### config.mk
export PLATFORM = sky130hd
export DESIGN_NAME = mle_logic_element
export DESIGN_NICKNAME = d
export VERILOG_FILES = /design/src/rtl/mle_pkg.sv /design/src/rtl/mle_cfg_store.sv /design/src/rtl/mle_frac_lut.sv /design/src/rtl/mle_ff_pair.sv /design/src/rtl/mle_logic_element.sv
export SDC_FILE = /design/constraint.sdc
export NUM_CORES = 1
export LEC_CHECK = 0
export CAP_MARGIN = 10
export CORE_UTILIZATION = 26
export CTS_CLUSTER_SIZE = 10
export DETAILED_ROUTE_END_ITERATION = 8
export GPL_ROUTABILITY_DRIVEN = 0
export GPL_TIMING_DRIVEN = 0
export SYNTH_ARGS = -nofsm -noshare
export SYNTH_HDL_FRONTEND = slang
export SYNTH_HIERARCHICAL = 1
export SYNTH_SLANG_ARGS = --single-unit
### constraint.sdc
create_clock -name clk -period 4.05 [get_ports clk]
set_input_delay 0.81 -clock clk [delete_from_list [all_inputs] [get_ports clk]]
set_output_delay 0.81 -clock clk [all_outputs]
set_load 0.005 [all_outputs]
### src/rtl/mle_pkg.sv
package mle_pkg;

    localparam int LUT_K   = 4;
    localparam int TBL_W   = 1 << LUT_K;
    localparam int CFG_W   = TBL_W + 4;

    typedef enum logic [1:0] {
        MODE_FULL  = 2'b00,
        MODE_SPLIT = 2'b01,
        MODE_CHAIN = 2'b10,
        MODE_RSVD  = 2'b11
    } le_mode_e;

    typedef struct packed {
        logic             byp_lo;
        logic             byp_hi;
        le_mode_e         mode;
        logic [TBL_W-1:0] table_bits;
    } le_cfg_t;

    typedef struct packed {
        logic full;
        logic upper;
        logic lower;
    } lut_res_t;

    // Reserved code folds onto the single-function mode.
    function automatic le_mode_e norm_mode(input le_mode_e m);
        return (m == MODE_RSVD) ? MODE_FULL : m;
    endfunction

endpackage

### src/rtl/mle_cfg_store.sv
module mle_cfg_store
    import mle_pkg::*;
(
    input  logic     clk,
    input  logic     rst,
    input  logic     cfg_en,
    input  le_cfg_t  cfg_in,
    output le_cfg_t  cfg_q
);
    always_ff @(posedge clk) begin
        if (rst)
            cfg_q <= '0;
        else if (cfg_en)
            cfg_q <= cfg_in;
    end
endmodule

### src/rtl/mle_frac_lut.sv
module mle_frac_lut
    import mle_pkg::*;
#(
    parameter int K = LUT_K
) (
    input  logic [(1<<K)-1:0] table_bits,
    input  logic [K-1:0]      sel,
    output lut_res_t          res
);
    localparam int HALF = 1 << (K - 1);

    logic [HALF-1:0] upper_half;
    logic [HALF-1:0] lower_half;

    assign upper_half = table_bits[2*HALF-1:HALF];
    assign lower_half = table_bits[HALF-1:0];

    always_comb begin
        res.full  = table_bits[sel];
        res.upper = upper_half[sel[K-2:0]];
        res.lower = lower_half[sel[K-2:0]];
    end
endmodule

### src/rtl/mle_ff_pair.sv
module mle_ff_pair
    import mle_pkg::*;
(
    input  logic     clk,
    input  logic     rst,
    input  logic     hold,
    input  le_mode_e mode,
    input  logic     d_hi,
    input  logic     d_lo,
    input  logic     sin,
    output logic     q_hi,
    output logic     q_lo
);
    always_ff @(posedge clk) begin
        if (rst) begin
            q_hi <= 1'b0;
            q_lo <= 1'b0;
        end else if (!hold) begin
            unique case (mode)
                MODE_CHAIN: begin
                    q_hi <= sin;
                    q_lo <= q_hi;
                end
                MODE_SPLIT: begin
                    q_hi <= d_hi;
                    q_lo <= d_lo;
                end
                default: begin
                    q_hi <= d_hi;
                end
            endcase
        end
    end

    assert_chain_load_R6: assert property (@(posedge clk) disable iff (rst)
        (mode == MODE_CHAIN && !hold) |=> (q_hi == $past(sin)));

    assert_chain_pass_R6: assert property (@(posedge clk) disable iff (rst)
        (mode == MODE_CHAIN && !hold) |=> (q_lo == $past(q_hi)));

    assert_hold_cfg_R9: assert property (@(posedge clk) disable iff (rst)
        hold |=> ($stable(q_hi) && $stable(q_lo)));

    logic rst_seen;
    always_ff @(posedge clk) rst_seen <= rst;
    always @(posedge clk) begin
        if (rst_seen) begin
            assert_reset_clear_R8: assert (q_hi == 1'b0 && q_lo == 1'b0);
        end
    end
endmodule

### src/rtl/mle_logic_element.sv
module mle_logic_element
    import mle_pkg::*;
(
    input  logic             clk,
    input  logic             rst,
    input  logic             cfg_en,
    input  logic [CFG_W-1:0] cfg_word,
    input  logic [LUT_K-1:0] lut_in,
    input  logic             shift_in,
    output logic             out_hi,
    output logic             out_lo,
    output logic             shift_out
);
    le_cfg_t  cfg_q;
    le_mode_e mode_eff;
    lut_res_t lres;
    logic     d_hi, d_lo;
    logic     q_hi, q_lo;

    mle_cfg_store u_cfg (
        .clk    (clk),
        .rst    (rst),
        .cfg_en (cfg_en),
        .cfg_in (le_cfg_t'(cfg_word)),
        .cfg_q  (cfg_q)
    );

    assign mode_eff = norm_mode(cfg_q.mode);

    mle_frac_lut #(.K(LUT_K)) u_lut (
        .table_bits (cfg_q.table_bits),
        .sel        (lut_in),
        .res        (lres)
    );

    always_comb begin
        d_hi = (mode_eff == MODE_SPLIT) ? lres.upper : lres.full;
        d_lo = lres.lower;
    end

    mle_ff_pair u_ff (
        .clk  (clk),
        .rst  (rst),
        .hold (cfg_en),
        .mode (mode_eff),
        .d_hi (d_hi),
        .d_lo (d_lo),
        .sin  (shift_in),
        .q_hi (q_hi),
        .q_lo (q_lo)
    );

    always_comb begin
        out_hi    = 1'b0;
        out_lo    = 1'b0;
        shift_out = 1'b0;
        unique case (mode_eff)
            MODE_CHAIN: begin
                out_hi    = q_hi;
                out_lo    = q_lo;
                shift_out = q_lo;
            end
            MODE_SPLIT: begin
                out_hi = cfg_q.byp_hi ? lres.upper : q_hi;
                out_lo = cfg_q.byp_lo ? lres.lower : q_lo;
            end
            default: begin
                out_hi = cfg_q.byp_hi ? lres.full : q_hi;
            end
        endcase
    end

    assert_full_reg_R3: assert property (@(posedge clk) disable iff (rst)
        (mode_eff == MODE_FULL && !cfg_en) |=> (q_hi == $past(lres.full)));

    assert_split_reg_R5: assert property (@(posedge clk) disable iff (rst)
        (mode_eff == MODE_SPLIT && !cfg_en) |=> (q_lo == $past(lres.lower)));
endmodule

==> flow_metrics.env, run 1 <==
export IMPL_outcome="finished clean"
export IMPL_crit_chain="dlygate4sd2_1, mux4_1, mux2_2, mux2_2, nand2_1, o21ai_0, a22o_1, clkdlybuf4s50_1"
export IMPL_slew_viol_final=0
export IMPL_final_setup_tns_ps=0
export IMPL_clock_tree_htree_level_count=1
export IMPL_num_rows=23
export IMPL_synth_edf_count=0
export IMPL_final_common_cell="sky130_fd_sc_hd__clkdlybuf4s50_1"
export IMPL_max_slew_worst_pin_slew_ps=439
export IMPL_clock_tree_from_tritoncts="yes"
export IMPL_setup_violations=0
export IMPL_cell_pwr_density_mw_per_mm2=316
export IMPL_worst_setup_path_start_kind="input pin"
export IMPL_ir_drop_worst_vdd_mv=0.143
export IMPL_finalHoldViolations=0
export IMPL_drtPass1Iterations=4
export IMPL_synth_nets=138
export IMPL_total_global_routing_overflow=0
export IMPL_arrival_ps=3100
export IMPL_timing_fmax_mhz=256
export IMPL_timing_critical_path_to_type="output pin"
export IMPL_critical_path_startpoint="lut_in[0]"
export IMPL_drtAntennaViolNets=0
export IMPL_floorplan_io_pins=31
export IMPL_critical_path_most_common_cell="sky130_fd_sc_hd__mux2_2"
export IMPL_via_count_of_the_first_global_routing_pass=796
export IMPL_synth_main_ff_cell="sky130_fd_sc_hd__dfxtp_1"
export IMPL_yosys_warnings=6
export IMPL_grt_start_max_net_pins=13
export IMPL_postLayoutCoreUtil=0.376
export IMPL_clock_sinks=22
export IMPL_dr_first_iter_drc_count=23
export IMPL_synth_cell_area_sq_mm=0.00111
export IMPL_worst_path_max_delay_cell="sky130_fd_sc_hd__mux4_1"
export IMPL_cts_inserted_buffers=3
export IMPL_grt_antenna_before_repair=0
export IMPL_setup_worst_path_class="in2out"
export IMPL_ys_seq_elements=22
export IMPL_min_delay_path_class="reg2reg"
export IMPL_core_region_area_sq_mm=0.00406
export IMPL_crit_fanout=4
export IMPL_wire_length_of_the_first_global_routing_pass_um=3440
export IMPL_synth_cell_type_count=20
export IMPL_min_period_ps=3910
export IMPL_p_leak_nw=0.661
export IMPL_insertion_delay_ps=260
export IMPL_cap_violations=0
export IMPL_share_of_flip_flops_with_an_asynchronous_set_or_reset=0
export IMPL_die_height_um=67.3
export IMPL_wl_per_cell_um=11.8
export IMPL_fin_worst_skew_ps=0.521
export IMPL_drc_violation_count_after_routing=0
export IMPL_cts_resized=1
export IMPL_floorplan_die_area_sq_mm=0.00453
export IMPL_clock_tree_root_cell="sky130_fd_sc_hd__clkbuf_8"
export IMPL_max_clock_path_buffers=2
export IMPL_slew_limit_headroom=0.707
export IMPL_layout_area_overhead_vs_synth_pct=37.6
export IMPL_antenna_cells=0
export IMPL_crit_path_max_incr_delay_ps=590
export IMPL_clkSlewWorstSetupHoldPaths_ps=70
export IMPL_sequential_to_total_area_share_from_yosys_stat=0.397
export IMPL_syn_avg_cell_area_sq_um=10.7
export IMPL_cts_setup_buffers=0
export IMPL_detail_route_vias_per_cell=4.35
export IMPL_placed_cell_area_sq_mm=0.00147
export IMPL_grt_setup_unrepaired="false"
export IMPL_dieWidth_um=67.3
export IMPL_initial_core_util=0.273
export IMPL_mostFrequentLayoutCells="29 x sky130_fd_sc_hd__clkdlybuf4s50_1, 23 x sky130_fd_sc_hd__nor2_1, 22 x sky130_fd_sc_hd__mux2i_1, 22 x sky130_fd_sc_hd__dfxtp_1, 7 x sky130_fd_sc_hd__inv_1"
export IMPL_globalRouteTotalUtil=0.103
export IMPL_holdBufCountCts=0
export IMPL_detailroute_via_count=817
export IMPL_port_buffer_count=30
export IMPL_min_period_over_period=0.964
export IMPL_hp_start="u_cfg/cfg_q[12]$_SDFFE_PP0P_"
export IMPL_worst_endpoint_required_ps=3240
export IMPL_post_route_cell_area_sq_mm=0.00153
export IMPL_drt_total_wl_um=2230
export IMPL_dpl_hpwl_um=1770
export IMPL_syn_instance_count=104
export IMPL_final_nets=173
export IMPL_post_route_cells_drive_above_1_share=0.0725
export IMPL_crit_reg2reg_launch="u_cfg/cfg_q[6]$_SDFFE_PP0P_"
## path summary, 6_finish.rpt
kind | to | cells past startpoint | slack [ps]
setup / recovery | out_hi | 8 | 140
hold / removal | u_cfg/cfg_q[12]$_SDFFE_PP0P_ | 2 | 490
setup reg to reg | u_ff/q_hi$_SDFFE_PP0N_ | 7 | 2130
hold reg to reg | u_cfg/cfg_q[12]$_SDFFE_PP0P_ | 2 | 490
## worst max-delay path, delay by kind of cell
| kind | cells | cell delay (ps) |
|---|---|---|
| buffers and inverters | 2 | 760 |
| AO/OA/AOI/OAI | 2 | 260 |
| multiplexers | 3 | 1190 |
| AND/OR/NAND/NOR | 1 | 70 |
## per-stage QoR
step                hold WS, ps  cells  total power [W]  setup slack [ps]
floorplan                   451    104         0.000291              1070
global placement            470    184         0.000331             -77.0
detailed placement          479    184         0.000334              -133
CTS                         498    188         0.000490               131
global route                515    188         0.000507              57.6
finish                      494    188         0.000481               145
## where the power goes
part	total [W]	switching [W]	internal, W
registers	0.000238	0.00000801	0.000230
logic	0.0000908	0.0000349	0.0000559
clock network	0.000153	0.0000663	0.0000866
total	0.000481	0.000109	0.000372
## cell families (layout without fill, tap and decap cells)
kind of cell,Yosys count,after routing,synth area share
muxes,30,30,0.334
and+or+nand+nor,27,27,0.0959
DFF,22,22,0.397
buffers and inverters,11,45,0.0508
AOI/OAI and AO/OA,8,8,0.0542
adders and majority gates,6,6,0.0677
## Yosys cell counts, types with 2 or more instances
master,instances,area (sq um)
sky130_fd_sc_hd__nor2_1,23,86.3
sky130_fd_sc_hd__clkbuf_1,2,7.51
sky130_fd_sc_hd__mux2_2,3,33.8
sky130_fd_sc_hd__mux2i_1,22,220
sky130_fd_sc_hd__nand2_1,2,7.51
sky130_fd_sc_hd__ha_1,6,75.1
sky130_fd_sc_hd__buf_6,2,22.5
sky130_fd_sc_hd__mux4_1,4,105
sky130_fd_sc_hd__dfxtp_1,22,440
sky130_fd_sc_hd__inv_1,7,26.3
sky130_fd_sc_hd__o21ai_0,2,10.0
## registers in the layout, summed over array words and instances, names as in the netlist
| name | flops |
|---|---|
| u_cfg/cfg_q | 20 |
| u_ff/q_hi | 1 |
| u_ff/q_lo | 1 |
## metal layers
metal,part of all wire,global-route usage
met5,0,0
met4,0.0072,0.0399
met3,0.061,0.0270
met2,0.47,0.178
met1,0.46,0.121
## area by class of cell
| class | count | area (sq um) |
|---|---|---|
| buffer | 4 | 30.0 |
| sequential | 22 | 440 |
| multi-input combinational | 71 | 612 |
| tap | 50 | 62.6 |
| inverter | 7 | 26.3 |
| clock buffer | 4 | 55.1 |
| timing repair buffer | 30 | 299 |
| fill | 402 | 2530 |
Power figures use the tool's default switching activity.
==> run 2, diff against run 1 <==
--- a/config.mk
+++ b/config.mk
@@ -6,11 +6,12 @@
 export NUM_CORES = 1
 export LEC_CHECK = 0
 export CAP_MARGIN = 10
-export CORE_UTILIZATION = 26
+export CORE_UTILIZATION = 50
 export CTS_CLUSTER_SIZE = 10
 export DETAILED_ROUTE_END_ITERATION = 8
 export GPL_ROUTABILITY_DRIVEN = 0
 export GPL_TIMING_DRIVEN = 0
+export PLACE_DENSITY = 0.82
 export SYNTH_ARGS = -nofsm -noshare
 export SYNTH_HDL_FRONTEND = slang
 export SYNTH_HIERARCHICAL = 1
==> flow_metrics.env, run 2 (same netlist as run 1, synthesis figures left out) <==
export IMPL_drtAntennaViolNets=0
export IMPL_slew_viol_final=0
export IMPL_crit_chain="dlygate4sd2_1, mux4_1, mux2_2, mux2_2, nand2_1, o21ai_0, a22o_1, clkdlybuf4s50_1"
export IMPL_reg_top3="u_cfg/cfg_q: 20 flops, u_ff/q_hi: 1 flops, u_ff/q_lo: 1 flops"
export IMPL_outcome="finished clean"
export IMPL_drtPass1Iterations=4
export IMPL_layout_area_overhead_vs_synth_pct=33.3
export IMPL_largest_register="u_cfg/cfg_q"
export IMPL_cap_violations=0
export IMPL_grt_antenna_before_repair=0
export IMPL_detailroute_via_count=869
export IMPL_p_leak_nw=0.653
export IMPL_clock_tree_from_tritoncts="yes"
export IMPL_worst_setup_path_start_kind="input pin"
export IMPL_dieWidth_um=49.1
export IMPL_floorplan_io_pins=31
export IMPL_worst_endpoint_required_ps=3240
export IMPL_fin_worst_skew_ps=4.90
export IMPL_core_region_area_sq_mm=0.00202
export IMPL_die_height_um=49.1
export IMPL_port_buffer_count=30
export IMPL_wire_length_of_the_first_global_routing_pass_um=3730
export IMPL_finalNonFillerCells=165
export IMPL_max_clock_path_buffers=2
export IMPL_via_count_of_the_first_global_routing_pass=889
export IMPL_cell_pwr_density_mw_per_mm2=304
export IMPL_slew_limit_headroom=0.695
export IMPL_drt_total_wl_um=2250
export IMPL_worst_path_max_delay_cell="sky130_fd_sc_hd__mux4_1"
export IMPL_clock_tree_root_cell="sky130_fd_sc_hd__clkbuf_4"
export IMPL_dpl_hpwl_um=1730
export IMPL_floorplan_die_area_sq_mm=0.00241
export IMPL_ir_drop_worst_vdd_mv=0.234
export IMPL_number_of_flip_flops_in_the_largest_register=20
export IMPL_dr_first_iter_drc_count=5
export IMPL_arrival_ps=3040
export IMPL_finalHoldViolations=0
export IMPL_max_slew_worst_pin_slew_ps=457
export IMPL_total_global_routing_overflow=0
export IMPL_grt_setup_unrepaired="false"
export IMPL_crit_fanout=4
export IMPL_num_rows=16
export IMPL_wl_per_cell_um=13.6
export IMPL_setup_worst_path_class="in2out"
export IMPL_post_route_cells_drive_above_1_share=0.0725
export IMPL_min_period_ps=3850
export IMPL_insertion_delay_ps=300
export IMPL_final_common_cell="sky130_fd_sc_hd__clkdlybuf4s50_1"
export IMPL_timing_fmax_mhz=259
export IMPL_drc_violation_count_after_routing=0
export IMPL_initial_core_util=0.548
export IMPL_detail_route_vias_per_cell=5.27
export IMPL_setup_violations=0
export IMPL_final_nets=173
export IMPL_clock_sinks=22
export IMPL_cts_inserted_buffers=3
export IMPL_cts_setup_buffers=0
export IMPL_antenna_cells=0
export IMPL_min_period_over_period=0.952
export IMPL_clock_tree_htree_level_count=1
export IMPL_timing_critical_path_to_type="output pin"
export IMPL_crit_path_max_incr_delay_ps=570
export IMPL_critical_path_most_common_cell="sky130_fd_sc_hd__mux2_2"
export IMPL_min_delay_path_class="reg2reg"
export IMPL_placed_cells=161
export IMPL_grt_start_max_net_pins=13
export IMPL_mostFrequentLayoutCells="29 x sky130_fd_sc_hd__clkdlybuf4s50_1, 23 x sky130_fd_sc_hd__nor2_1, 22 x sky130_fd_sc_hd__mux2i_1, 22 x sky130_fd_sc_hd__dfxtp_1, 7 x sky130_fd_sc_hd__inv_1"
export IMPL_fillerInstances=161
export IMPL_clkSlewWorstSetupHoldPaths_ps=120
export IMPL_globalRouteTotalUtil=0.202
export IMPL_postLayoutCoreUtil=0.731
==> run 2: cell counts in the layout (fill, tap and decap cells not counted) <==
Identical to the previous run, type by type.
==> run 2: worst paths after layout <==
kind / slack, ps / from / depth (start not counted) / endpoint
worst max-delay path: 200 / lut_in[0] / 8 / out_hi
worst min-delay path: 510 / u_cfg/cfg_q[7]$_SDFFE_PP0P_ / 2 / u_cfg/cfg_q[7]$_SDFFE_PP0P_
worst max register to register: 2190 / u_cfg/cfg_q[9]$_SDFFE_PP0P_ / 7 / u_ff/q_hi$_SDFFE_PP0N_
worst min register to register: 510 / u_cfg/cfg_q[7]$_SDFFE_PP0P_ / 2 / u_cfg/cfg_q[7]$_SDFFE_PP0P_
==> run 2: power by group <==
group / switching (W) / internal, W / total, W / leakage (nW)
registers: 0.00000790 / 0.000230 / 0.000238 / 0.182
clock network: 0.0000654 / 0.0000548 / 0.000120 / 0.0210
logic: 0.0000357 / 0.0000559 / 0.0000916 / 0.451
==> run 2: metal layers <==
metal  global-route usage  up-vias  wire length [um]
li1                     -      431                 -
met1                0.229      402               956
met2                0.379       32              1170
met3               0.0374        4               101
met4               0.0539        0                24
met5                    0        -                 0
==> run 2: repair_timing <==
| action | in CTS | in global routing |
|---|---|---|
| hold buffers | 0 | 0 |
| endpoints found under the setup margin | 1 | 0 |
| resized for setup | 1 | 0 |
==> run 2: critical path: cells and delay by family <==
| family | cells | cell delay (ps) |
|---|---|---|
| simple gates | 1 | 60 |
| buf+inv | 2 | 760 |
| compound gates | 2 | 250 |
| mux | 3 | 1160 |
==> run 2: layout make-up <==
cell class                      count  area (sq um)  area share
Multi-Input combinational cell     71           612       0.414
Clock buffer                        4          36.3      0.0246
Sequential cell                    22           440       0.298
Timing Repair Buffer               30           299       0.202
Tap cell                           27          33.8      0.0229
Inverter                            7          26.3      0.0178
Buffer                              4          30.0      0.0203
==> run 2: through the flow <==
step                total power [W]  setup TNS, ps  area [sq um]  hold slack (ps)  setup slack [ps]
floorplan                  0.000291              0          1110              451              1070
global placement           0.000330          -79.2          1440              464             -79.2
detailed placement         0.000334          -74.1          1440              477             -74.1
CTS                        0.000453              0          1480              511               192
global route               0.000474              0          1480              533              92.0
finish                     0.000449              0          1480              508               196
==> run 3, diff against run 2 <==
--- a/config.mk
+++ b/config.mk
@@ -12,6 +12,7 @@
 export GPL_ROUTABILITY_DRIVEN = 0
 export GPL_TIMING_DRIVEN = 0
 export PLACE_DENSITY = 0.82
+export SKIP_CTS_REPAIR_TIMING = 1
 export SYNTH_ARGS = -nofsm -noshare
 export SYNTH_HDL_FRONTEND = slang
 export SYNTH_HIERARCHICAL = 1
==> flow_metrics.env, run 3 (same netlist as run 1, synthesis figures left out) <==
export IMPL_outcome="finished clean"
export IMPL_critical_path_startpoint="lut_in[2]"
export IMPL_slew_limit_headroom=0.695
export IMPL_dieWidth_um=49.1
export IMPL_crit_reg2reg_launch="u_cfg/cfg_q[9]$_SDFFE_PP0P_"
export IMPL_min_period_over_period=0.939
export IMPL_insertion_delay_ps=300
export IMPL_largest_register="u_cfg/cfg_q"
export IMPL_pwr_share_clk=0.267
export IMPL_drt_total_wl_um=2250
export IMPL_clock_tree_root_cell="sky130_fd_sc_hd__clkbuf_4"
export IMPL_drtAntennaViolNets=0
export IMPL_wire_length_of_the_first_global_routing_pass_um=3730
export IMPL_power_share_switching=0.242
export IMPL_dr_first_iter_drc_count=5
export IMPL_critPathCapture="out_hi"
export IMPL_timing_fmax_mhz=263
export IMPL_layout_area_overhead_vs_synth_pct=33.6
export IMPL_max_clock_path_buffers=2
export IMPL_die_height_um=49.1
export IMPL_clkSlewWorstSetupHoldPaths_ps=120
export IMPL_clock_sinks=22
export IMPL_floorplan_io_pins=31
export IMPL_min_period_ps=3800
export IMPL_final_nets=173
export IMPL_min_delay_path_class="reg2reg"
export IMPL_clock_tree_from_tritoncts="yes"
export IMPL_final_common_cell="sky130_fd_sc_hd__clkdlybuf4s50_1"
export IMPL_post_place_ws_ps=-74.1
export IMPL_sequential_fraction_of_design_power=0.529
export IMPL_reg_top3="u_cfg/cfg_q: 20 flops, u_ff/q_hi: 1 flops, u_ff/q_lo: 1 flops"
export IMPL_clock_tree_htree_level_count=1
export IMPL_antenna_cells=0
export IMPL_finalHoldViolations=0
export IMPL_max_slew_worst_pin_slew_ps=458
export IMPL_detailroute_via_count=870
export IMPL_cell_internal_pwr_w=0.000341
export IMPL_mostFrequentLayoutCells="29 x sky130_fd_sc_hd__clkdlybuf4s50_1, 23 x sky130_fd_sc_hd__nor2_1, 22 x sky130_fd_sc_hd__mux2i_1, 22 x sky130_fd_sc_hd__dfxtp_1, 7 x sky130_fd_sc_hd__inv_1"
export IMPL_core_region_area_sq_mm=0.00202
export IMPL_cap_violations=0
export IMPL_detail_route_vias_per_cell=5.27
export IMPL_rr_endpoint="u_ff/q_hi$_SDFFE_PP0N_"
export IMPL_combPwrFrac=0.204
export IMPL_floorplan_die_area_sq_mm=0.00241
export IMPL_slew_viol_final=0
export IMPL_post_route_cells_drive_above_1_share=0.0725
export IMPL_p_leak_nw=0.661
export IMPL_port_buffer_count=30
export IMPL_dpl_hpwl_um=1730
export IMPL_num_rows=16
export IMPL_globalRouteTotalUtil=0.202
export IMPL_total_global_routing_overflow=0
export IMPL_number_of_flip_flops_in_the_largest_register=20
export IMPL_via_count_of_the_first_global_routing_pass=889
export IMPL_grt_start_max_net_pins=13
export IMPL_drc_violation_count_after_routing=0
export IMPL_worst_r2r_path_depth=7
export IMPL_cell_pwr_density_mw_per_mm2=303
export IMPL_timing_critical_path_to_type="output pin"
export IMPL_setup_worst_path_class="in2out"
export IMPL_worst_endpoint_required_ps=3240
export IMPL_grt_setup_unrepaired="false"
export IMPL_final_critical_path_setup_slack_ps=249
export IMPL_grt_antenna_before_repair=0
export IMPL_fin_worst_skew_ps=5.18
export IMPL_crit_fanout=4
export IMPL_initial_core_util=0.548
export IMPL_arrival_ps=2990
export IMPL_drtPass1Iterations=4
export IMPL_final_setup_tns_ps=0
export IMPL_cts_inserted_buffers=3
export IMPL_wl_per_cell_um=13.7
export IMPL_power_net_switching_w=0.000109
export IMPL_ir_drop_worst_vdd_mv=0.234
export IMPL_worst_setup_path_start_kind="input pin"
export IMPL_setup_violations=0
export IMPL_reg2reg_setup_slack_ps=2190
==> run 3: cell types whose count changed in the layout (fill, tap and decap cells not counted), sizes merged <==
cell / previous run / this run
dlygate4sd2: 1 / 0
dlymetal6s2s: 0 / 1
==> run 3: how the worst min path moves through the flow <==
stage                                            start                           end  slack (ps)  depth (start not counted)
final                      u_cfg/cfg_q[7]$_SDFFE_PP0P_   u_cfg/cfg_q[7]$_SDFFE_PP0P_         510                          2
after global routing       u_cfg/cfg_q[7]$_SDFFE_PP0P_   u_cfg/cfg_q[7]$_SDFFE_PP0P_         530                          2
after floorplan           u_cfg/cfg_q[11]$_SDFFE_PP0P_  u_cfg/cfg_q[11]$_SDFFE_PP0P_         450                          2
after CTS                  u_cfg/cfg_q[7]$_SDFFE_PP0P_   u_cfg/cfg_q[7]$_SDFFE_PP0P_         510                          2
after global placement    u_cfg/cfg_q[14]$_SDFFE_PP0P_  u_cfg/cfg_q[14]$_SDFFE_PP0P_         460                          2
after detailed placement   u_cfg/cfg_q[2]$_SDFFE_PP0P_   u_cfg/cfg_q[2]$_SDFFE_PP0P_         480                          2
==> run 3: cell type report <==
class | instances | area (sq um)
clock buffer | 4 | 36.3
fill | 160 | 541
timing repair buffer | 30 | 303
tap | 27 | 33.8
inverter | 7 | 26.3
buffer | 4 | 30.0
multi-input combinational | 71 | 612
sequential | 22 | 440
==> run 3: metal layers <==
metal | global-route usage | share of wire | vias to the layer above
met5 | 0 | 0 | -
met4 | 0.0539 | 0.011 | 0
met3 | 0.0374 | 0.044 | 4
met2 | 0.379 | 0.52 | 32
met1 | 0.229 | 0.43 | 403
li1 | - | - | 431
==> run 3: power by group through the flow <==
stage                     clock, W  sequential [W]  combinational, W
final                     0.000120        0.000238         0.0000919
after global routing      0.000135        0.000239          0.000100
after detailed placement         0        0.000242         0.0000916
after CTS                 0.000123        0.000238         0.0000921
after global placement           0        0.000242         0.0000882
after floorplan                  0        0.000239         0.0000514
==> run 3: through the flow <==
stage / util / std cells / hold WS, ps / cell area, sq um / total power [W]
6_report: 0.733 / 165 / 508 / 1480 / 0.000450
5_1_grt: 0.733 / 165 / 533 / 1480 / 0.000474
4_1_cts: 0.731 / 165 / 511 / 1480 / 0.000453
3_5_place_dp: 0.713 / 161 / 477 / 1440 / 0.000334
3_3_place_gp: 0.713 / 161 / 464 / 1440 / 0.000330
2_1_floorplan: - / 104 / 451 / 1110 / 0.000291
==> run 3: worst max-delay path, stage by stage <==
cell	delay [ps]
sky130_fd_sc_hd__clkdlybuf4s50_1	550
sky130_fd_sc_hd__mux4_1	300
sky130_fd_sc_hd__mux2_2	310
sky130_fd_sc_hd__mux2_2	280
sky130_fd_sc_hd__nand2_1	60
sky130_fd_sc_hd__o21ai_0	70
sky130_fd_sc_hd__a22o_1	180
sky130_fd_sc_hd__clkdlybuf4s50_1	430
